$ cat src/rtl/bus_rd_pkg.sv
package bus_rd_pkg;

  typedef enum logic [1:0] {
    I_IDLE,
    I_ADDR,
    I_WAIT,
    I_DONE
  } ini_st_t;

  typedef enum logic [2:0] {
    R_IDLE,
    R_ADDR,
    R_WAIT,
    R_SEND,
    R_REL
  } rsp_st_t;

  // Content of the modelled store at a word address (truncated by caller).
  function automatic logic [31:0] word_of(input logic [31:0] a);
    return (a * 32'd40503) ^ 32'h0000_5A5A;
  endfunction

  // Address of a beat within a burst (truncated by caller).
  function automatic logic [31:0] beat_addr(input logic [31:0] base,
                                            input logic [31:0] beat);
    return base + beat;
  endfunction

endpackage

$ cat src/rtl/bus_rd_initiator.sv
module bus_rd_initiator
  import bus_rd_pkg::*;
#(
  parameter int AW    = 8,
  parameter int DW    = 16,
  parameter int BW    = 16,
  parameter int BURST = 4
) (
  input  logic          clk,
  input  logic          rst,
  input  logic          start,
  input  logic [AW-1:0] start_addr,
  input  logic          ack,
  input  logic          drdy,
  input  logic [BW-1:0] bus_in,
  output logic          enq,
  output logic          ale,
  output logic          rd_wr,
  output logic [AW-1:0] addr_out,
  output logic          busy,
  output logic          done,
  output logic [DW-1:0] rdata,
  output logic          rdata_vld,
  output logic          take
);

  localparam int BCW = (BURST > 1) ? $clog2(BURST) : 1;

  ini_st_t        st;
  logic [AW-1:0]  addr_q;
  logic [BCW-1:0] beat;
  logic           last;

  assign take = (st == I_WAIT) && drdy;
  assign last = (beat == BCW'(BURST - 1));

  always_ff @(posedge clk) begin
    if (rst) begin
      st        <= I_IDLE;
      addr_q    <= '0;
      beat      <= '0;
      rdata     <= '0;
      rdata_vld <= 1'b0;
      done      <= 1'b0;
    end else begin
      rdata_vld <= take;
      done      <= (st == I_DONE) && !ack;
      if (take) rdata <= bus_in[DW-1:0];
      case (st)
        I_IDLE: if (start) begin
          addr_q <= start_addr;
          beat   <= '0;
          st     <= I_ADDR;
        end
        I_ADDR: if (ack) st <= I_WAIT;
        I_WAIT: if (take) begin
          if (last) st <= I_DONE;
          else      beat <= beat + BCW'(1);
        end
        I_DONE: if (!ack) st <= I_IDLE;
        default: st <= I_IDLE;
      endcase
    end
  end

  assign enq      = (st != I_IDLE);
  assign ale      = (st == I_ADDR);
  assign rd_wr    = enq;
  assign busy     = enq;
  assign addr_out = addr_q;

endmodule

$ cat src/rtl/bus_rd_responder.sv
module bus_rd_responder
  import bus_rd_pkg::*;
#(
  parameter int AW    = 8,
  parameter int DW    = 16,
  parameter int WW    = 3,
  parameter int BURST = 4
) (
  input  logic          clk,
  input  logic          rst,
  input  logic          enq,
  input  logic          ale,
  input  logic [AW-1:0] bus_addr,
  input  logic [WW-1:0] wait_cfg,
  output logic          ack,
  output logic          drdy,
  output logic          dle,
  output logic [DW-1:0] data_out,
  output logic          accept
);

  localparam int BCW = (BURST > 1) ? $clog2(BURST) : 1;

  rsp_st_t        st;
  logic [AW-1:0]  base_q;
  logic [WW-1:0]  cnt;
  logic [BCW-1:0] beat;
  logic [AW-1:0]  cur_addr;

  assign accept   = (st == R_IDLE) && enq && ale;
  assign cur_addr = AW'(beat_addr(32'(base_q), 32'(beat)));

  always_ff @(posedge clk) begin
    if (rst) begin
      st     <= R_IDLE;
      base_q <= '0;
      cnt    <= '0;
      beat   <= '0;
    end else begin
      case (st)
        R_IDLE: if (accept) begin
          base_q <= bus_addr;
          cnt    <= wait_cfg;
          beat   <= '0;
          st     <= R_ADDR;
        end
        R_ADDR, R_WAIT: begin
          if (cnt == '0) st <= R_SEND;
          else begin
            cnt <= cnt - WW'(1);
            st  <= R_WAIT;
          end
        end
        R_SEND: begin
          if (beat == BCW'(BURST - 1)) st <= R_REL;
          else                         beat <= beat + BCW'(1);
        end
        R_REL: if (!enq) st <= R_IDLE;
        default: st <= R_IDLE;
      endcase
    end
  end

  assign ack      = (st == R_ADDR) || (st == R_WAIT) || (st == R_SEND);
  assign drdy     = (st == R_SEND);
  assign dle      = drdy;
  assign data_out = DW'(word_of(32'(cur_addr)));

endmodule

$ cat src/rtl/bus_ad_mux.sv
module bus_ad_mux #(
  parameter int AW = 8,
  parameter int DW = 16,
  parameter int BW = 16
) (
  input  logic          ale,
  input  logic          dle,
  input  logic [AW-1:0] addr,
  input  logic [DW-1:0] data,
  output logic [BW-1:0] ad
);

  always_comb begin
    if (ale)      ad = BW'(addr);
    else if (dle) ad = BW'(data);
    else          ad = '0;
  end

endmodule

$ cat src/rtl/bus_read_ctl.sv
module bus_read_ctl #(
  parameter int AW    = 8,
  parameter int DW    = 16,
  parameter int WW    = 3,
  parameter int BURST = 4,
  localparam int BW   = (AW > DW) ? AW : DW
) (
  input  logic          clk,
  input  logic          rst,
  input  logic          start,
  input  logic [AW-1:0] start_addr,
  input  logic [WW-1:0] wait_cfg,
  output logic          busy,
  output logic          done,
  output logic [DW-1:0] rdata,
  output logic          rdata_vld,
  output logic          enq,
  output logic          ack,
  output logic          rd_wr,
  output logic          drdy,
  output logic          ale,
  output logic          dle,
  output logic [BW-1:0] ad
);

  logic [AW-1:0] ini_addr;
  logic [DW-1:0] rsp_data;
  logic          ini_take;
  logic          rsp_accept;

  bus_rd_initiator #(.AW(AW), .DW(DW), .BW(BW), .BURST(BURST)) u_ini (
    .clk       (clk),
    .rst       (rst),
    .start     (start),
    .start_addr(start_addr),
    .ack       (ack),
    .drdy      (drdy),
    .bus_in    (ad),
    .enq       (enq),
    .ale       (ale),
    .rd_wr     (rd_wr),
    .addr_out  (ini_addr),
    .busy      (busy),
    .done      (done),
    .rdata     (rdata),
    .rdata_vld (rdata_vld),
    .take      (ini_take)
  );

  bus_rd_responder #(.AW(AW), .DW(DW), .WW(WW), .BURST(BURST)) u_rsp (
    .clk     (clk),
    .rst     (rst),
    .enq     (enq),
    .ale     (ale),
    .bus_addr(ad[AW-1:0]),
    .wait_cfg(wait_cfg),
    .ack     (ack),
    .drdy    (drdy),
    .dle     (dle),
    .data_out(rsp_data),
    .accept  (rsp_accept)
  );

  bus_ad_mux #(.AW(AW), .DW(DW), .BW(BW)) u_mux (
    .ale (ale),
    .dle (dle),
    .addr(ini_addr),
    .data(rsp_data),
    .ad  (ad)
  );

endmodule

$ cat config.mk
export PLATFORM = sky130hd
export DESIGN_NAME = bus_read_ctl
export DESIGN_NICKNAME = d
export VERILOG_FILES = /design/src/rtl/bus_rd_pkg.sv /design/src/rtl/bus_rd_initiator.sv /design/src/rtl/bus_rd_responder.sv /design/src/rtl/bus_ad_mux.sv /design/src/rtl/bus_read_ctl.sv
export SDC_FILE = /design/constraint.sdc
export NUM_CORES = 1
export LEC_CHECK = 0
export CAP_MARGIN = 20
export CORE_MARGIN = 4
export CORE_UTILIZATION = 56
export DETAILED_ROUTE_END_ITERATION = 10
export PLACE_DENSITY = 0.82
export SYNTH_ARGS = -nofsm -noshare
export SYNTH_HDL_FRONTEND = slang
export SYNTH_HIERARCHICAL = 1
export SYNTH_SLANG_ARGS = --single-unit
$ cat constraint.sdc
create_clock -name clk -period 8.6 [get_ports clk]
set_input_delay 1.72 -clock clk [delete_from_list [all_inputs] [get_ports clk]]
set_output_delay 1.72 -clock clk [all_outputs]
set_load 0.005 [all_outputs]
### Word-level counts from Yosys, hierarchy flattened

Cells that the tools add are included.

* add/sub/neg operators: 4
* multiply operators: 1
* equality and inequality tests: 20
* multiplexer cells: 23
* bitwise operators: 1
* reductions and logical operators: 22

Operator list (count)
* $mux 16: 2
* $mux 2: 10
* $ne 2x2->1 const B: 9
* $mul 8x16->16 const B: 1
* $mux 3: 5
* $pmux 3 s4: 1
* $reduce_and 3->1: 3
* $add 8x2->8: 1
* $eq 2x2->1 const B: 4
* $not 8->8: 1
* $pmux 2 s2: 2
* $pmux 2 s4: 1
* $reduce_bool 2->1: 4
* $eq 3x2->1 const B: 2
* $logic_not 3->1: 2
* $pmux 3 s2: 1
* $reduce_and 5->1: 1
* $add 2x1->2 const B: 2
* $logic_and 1x1->1: 4
* $ne 2x1->1 const B: 2
* $reduce_and 2->1: 2
* $reduce_and 4->1: 1
* $eq 3x1->1 const B: 1
* $eq 3x3->1 const B: 1
* other kinds (7): 8

* flip-flop bits (word level): 46
* bits of input ports: 14
* output and inout port bits: 41
* word-level logic and storage cells: 81

### Longest topological paths before layout

* depth after elaboration: 5
* mapped depth: 23

### Hierarchy

The synthesis kept the hierarchy.

By module, submodules not included
* bus_rd_responder: instances 1, cells an instance 274, area each 2474.9 um^2, seq. area each 320.3 um^2
* bus_rd_initiator: instances 1, cells an instance 141, area each 1184.9 um^2, seq. area each 600.6 um^2
* bus_ad_mux: instances 1, cells an instance 19, area each 172.7 um^2, seq. area each 0.0 um^2

### Worst setup path after synthesis

Ideal clock, no wire load.

* path type: reg-to-output
* start: register u_rsp.beat[1]
* end: output port ad[14]
* data arrival time: 4.897 ns
* data required time: 6.880 ns
* setup slack: 1.983 ns
* stages on the path, launching flop included: 22
* buffers on the path: 0
* cells stage by stage: dfxtp_1 -> ha_1 -> a21o_1 -> nand2_1 -> nor3_1 -> xor2_1 -> inv_1 -> fa_1 -> inv_1 -> fa_1 -> inv_1 -> fa_1 -> inv_1 -> fa_1 -> inv_1 -> ha_1 -> and4_1 -> a41o_1 -> o32ai_2 -> o21ai_1 -> xnor2_1 -> and2_1

* word-level cells in the longest chain between the ends: 5

Ends and longest elaborated chain
* from (decl): RTL line bus_rd_responder.sv:27 `logic [BCW-1:0] beat;`
* from (signal assigned): RTL line bus_rd_responder.sv:56 `else beat <= beat + BCW'(1);`
* $add 8x2->8: RTL line bus_rd_pkg.sv:26 `return base + beat;`
* $mul 8x16->16: RTL line bus_rd_pkg.sv:20 `return (a * 32'd40503) ^ 32'h0000_5A5A;`
* $not 8->8 (no source line)
* net rsp_data[14]: RTL line bus_read_ctl.sv:27 `logic [DW-1:0] rsp_data;`
* $mux 16: RTL line bus_ad_mux.sv:15 `else if (dle) ad = BW'(data);`
* $mux 16: RTL line bus_ad_mux.sv:14 `if (ale) ad = BW'(addr);`
* to (decl): RTL line bus_read_ctl.sv:23 `output logic [BW-1:0] ad`

The timed path passes the listed nets, and every way through them passes these cells.

### Worst setup path after layout

* start: register u_rsp.beat[1]
* end: output port ad[15]

* word-level cells in the longest chain between the ends: 4

Ends and longest elaborated chain (RTL line)
* $add 8x2->8: bus_rd_pkg.sv:26
* $mul 8x16->16: bus_rd_pkg.sv:20
* net rsp_data[15]: bus_read_ctl.sv:27
* $mux 16: bus_ad_mux.sv:15
* $mux 16: bus_ad_mux.sv:14

The timed path passes the listed nets, and every way through them passes these cells.

==> impl_metrics.tcl <==
set metrics [dict create \
    outcome "completed" \
    maxCapViolations 0 \
    power_frac_seq_pct 35.6 \
    synth.largest_area_cell "dfxtp_1" \
    critPathMaxStageDelay_ns 0.56 \
    final_area_sq_um 4500 \
    grt_setup_unrepaired "no" \
    drtAntennaViolNets 0 \
    finClkSkew_ns 0.0105 \
    wire_per_inst_um 15.9 \
    path_clk_slew_ns 0.09 \
    dr.first_iter.drc_count 220 \
    place_inst 551 \
    antenna_found_initial 0 \
    io_pins 55 \
    p_int_uw 460 \
    p_switching_uw 260 \
    final_nets 570 \
    core_area_sq_um 6490 \
    tightestPinTransition_ns 0.668 \
    cts_sinks 46 \
    track_usage_pct 22.2 \
    fmax_mhz 128 \
    critical_path.cell_chain "ha_1 -> a21o_1 -> nand2_1 -> nor3_1 -> xor2_1 -> inv_1 -> fa_1 -> inv_1 -> fa_1 -> inv_1 -> fa_1 -> inv_1 -> fa_1 -> inv_1 -> ha_1 -> o21ai_0 -> nor2_1 -> o31ai_1 -> o31ai_1 -> xnor2_1 -> and2_2 -> clkdlybuf4s50_1" \
    min_path_type "reg2reg" \
    die_x_um 90.7 \
    place_congestion 0.972 \
    max-vdd-ir-drop_mv 0.0678 \
    utilization_pct 69.4 \
    layout.cells.non_filler 559 \
    holdBufCountCts 0 \
    via_per_inst 5.61 \
    synth_fp_nets 523 \
    portBuffers 54 \
    synth_area_per_cell_sq_um 8.83 \
    ys_seq_area_share_pct 24.0 \
    syn_area_sq_um 3830 \
    synthFlopType "dfxtp_1" \
    area_growth_pct 17.5 \
    synth_seq_cells 46 \
    post-place-ws_ns 1.15 \
    cp.arrival_ns 6.11 \
    die_h_um 90.7 \
    clock_path_buffers 2 \
    drt_wl_total_mm 8.90 \
    setup_ws_ns 0.767 \
    start_util_pct 59.0 \
    cpMaxStageDelayCell "fa_1" \
    num_vias 3137 \
    timing.critical_path.mode_cell "inv_1" \
    leakage_nw 2.07 \
    antenna-diode-count 0 \
    post-route-period-util_pct 91.1 \
    synthCells 434 \
    met1_usage_pct 30.9 \
    grt_max_degree 47 \
    cts_resized 0 \
    finalSetupViolCount 0 \
    ys_types 51 \
    first_global_vias 3093 \
    hold_depth 2 \
    tns_ns 0 \
    grt.busiest_layer "met2" \
    swShare_pct 36.1 \
    use_met2_pct 36.7 \
    worstReg2RegStart "u_rsp/beat[1]" \
    grt_overflow_total 0 \
    drive_gt1_share_pct 7.47 \
    yosysWarnings 6 \
    maxSlewHeadroom_pct 55.3 \
    cp_max_fo 5 \
    cp_num_buf_inv 6 \
    p_per_area_nw_per_um2 160 \
    met3_usage_pct 1.75 \
    row_count 29 \
    min_to "u_ini/rdata[4]" \
    h-tree-depth 2 \
    synth-edff-count 0 \
    reg2reg_setup_slack_ns 3.05 \
    power_frac_comb_pct 41.4 \
    cts-buffers-inserted 5 \
    cts_setup_buffers 0 \
    p_total_uw 720 \
    cp.required_ns 6.88 \
    die_area_sq_um 8230 \
    period_needed_ns 7.83 \
    grt_first_pass_wirelength_mm 15.1 \
    hp-start "u_ini/rdata[4]" \
    r2r_cells 23 \
    dpl-instance-area_sq_um 4390 \
    synthArstFlopShare_pct 0 \
    drc_errors 0 \
    dp_hpwl_mm 7.08 \
    pwr-share-clk_pct 23.1 \
    cts_tree "done" \
    root_buffer "clkbuf_8" \
    worstSetupEndpointType "output port" \
    synth_area_leaders "dfxtp_1, ha_1, fa_1, inv_1, nand2_1" \
    crit_type "reg2out" \
    clkLatencyLatePin_ns 0.30 \
    finalHoldViolations 0 \
    drv_slew 0 \
    cp-start-kind "flop" \
    synth_common_cells "inv_1, nand2_1, ha_1" \
    critical-path-top-delay-family "adder cells" \
    synth_top_cell_area_share_pct 24.0 \
    worstReg2RegEnd "u_ini/rdata[15]" \
    post-synth-top-count-cell "inv_1" \
    hold_ws_ns 0.461 \
    drt-pass1-iter-count 5 \
]
==> worst max path at each step <==
stage                             start      to  slack (ns)  cells after the start
after floorplan           u_rsp/beat[1]  ad[14]        1.98                     21
after global placement    u_rsp/beat[1]  ad[14]        1.27                     22
after detailed placement  u_rsp/beat[1]  ad[15]        1.15                     22
after CTS                 u_rsp/beat[1]  ad[15]        0.81                     22
after global routing      u_rsp/beat[0]  ad[15]        0.43                     22
final                     u_rsp/beat[1]  ad[15]        0.77                     22
==> layout by cell type (no fill, tap or decap), drive strengths merged, types with 12 or more instances in the layout <==
cell,n
a21oi,33
ha,48
nand2,55
fa,27
nand3,12
clkdlybuf4s50,54
inv,56
dfxtp,46
xnor2,13
nor2,34
==> layer usage <==
metal / up-vias / part of all wire (%) / wire length (um)
met2: 103 / 47 / 4220
met1: 1492 / 46 / 4130
met5: - / 0 / 0
met4: 0 / 1.8 / 157
li1: 1527 / - / -
met3: 15 / 4.3 / 387
==> cell families (layout without fill, tap and decap cells) <==
family                   after synthesis  count (layout)  synth area share (%)
adder cells (fa/ha/maj)               75              75                  29.8
AO/OA/AOI/OAI                         76              76                  13.6
multiplexers                          13              13                  3.56
AND/OR/NAND/NOR                      130             130                  15.8
XOR/XNOR                              23              23                  5.26
flip-flops                            46              46                  24.0
buffers and inverters                 71             119                  7.97
==> sequential cells by signal, summed over array words and instances, names as in the netlist, 2 cells and up <==
register        cells
u_ini/beat          2
u_rsp/st            3
u_rsp/beat          2
u_ini/st            2
u_ini/rdata        16
u_ini/addr_out      8
u_rsp/base_q        8
u_rsp/cnt           3
==> cell type report <==
cell class              count  area, sq um
clock inverters             3         43.8
well taps                  77         96.3
repair buffers             56          556
clock buffers               5         68.8
flip-flops and latches     46          921
fillers                   498         1990
inverters                  55          206
multi-input cells         317         2610
==> power by group through the flow <==
stage	Combinational [mW]	Clock (mW)	Sequential (mW)
floorplan	0.220	0	0.252
global placement	0.288	0	0.260
detailed placement	0.296	0	0.261
CTS	0.298	0.168	0.256
global route	0.331	0.178	0.261
finish	0.298	0.166	0.256
==> tightest hold or removal path, delay by kind of cell (launching register included) <==
kind	cells	cell delay, ns
simple gates	1	0.05
flops	1	0.32
compound gates	1	0.05
(Power assumes the default switching activity.)
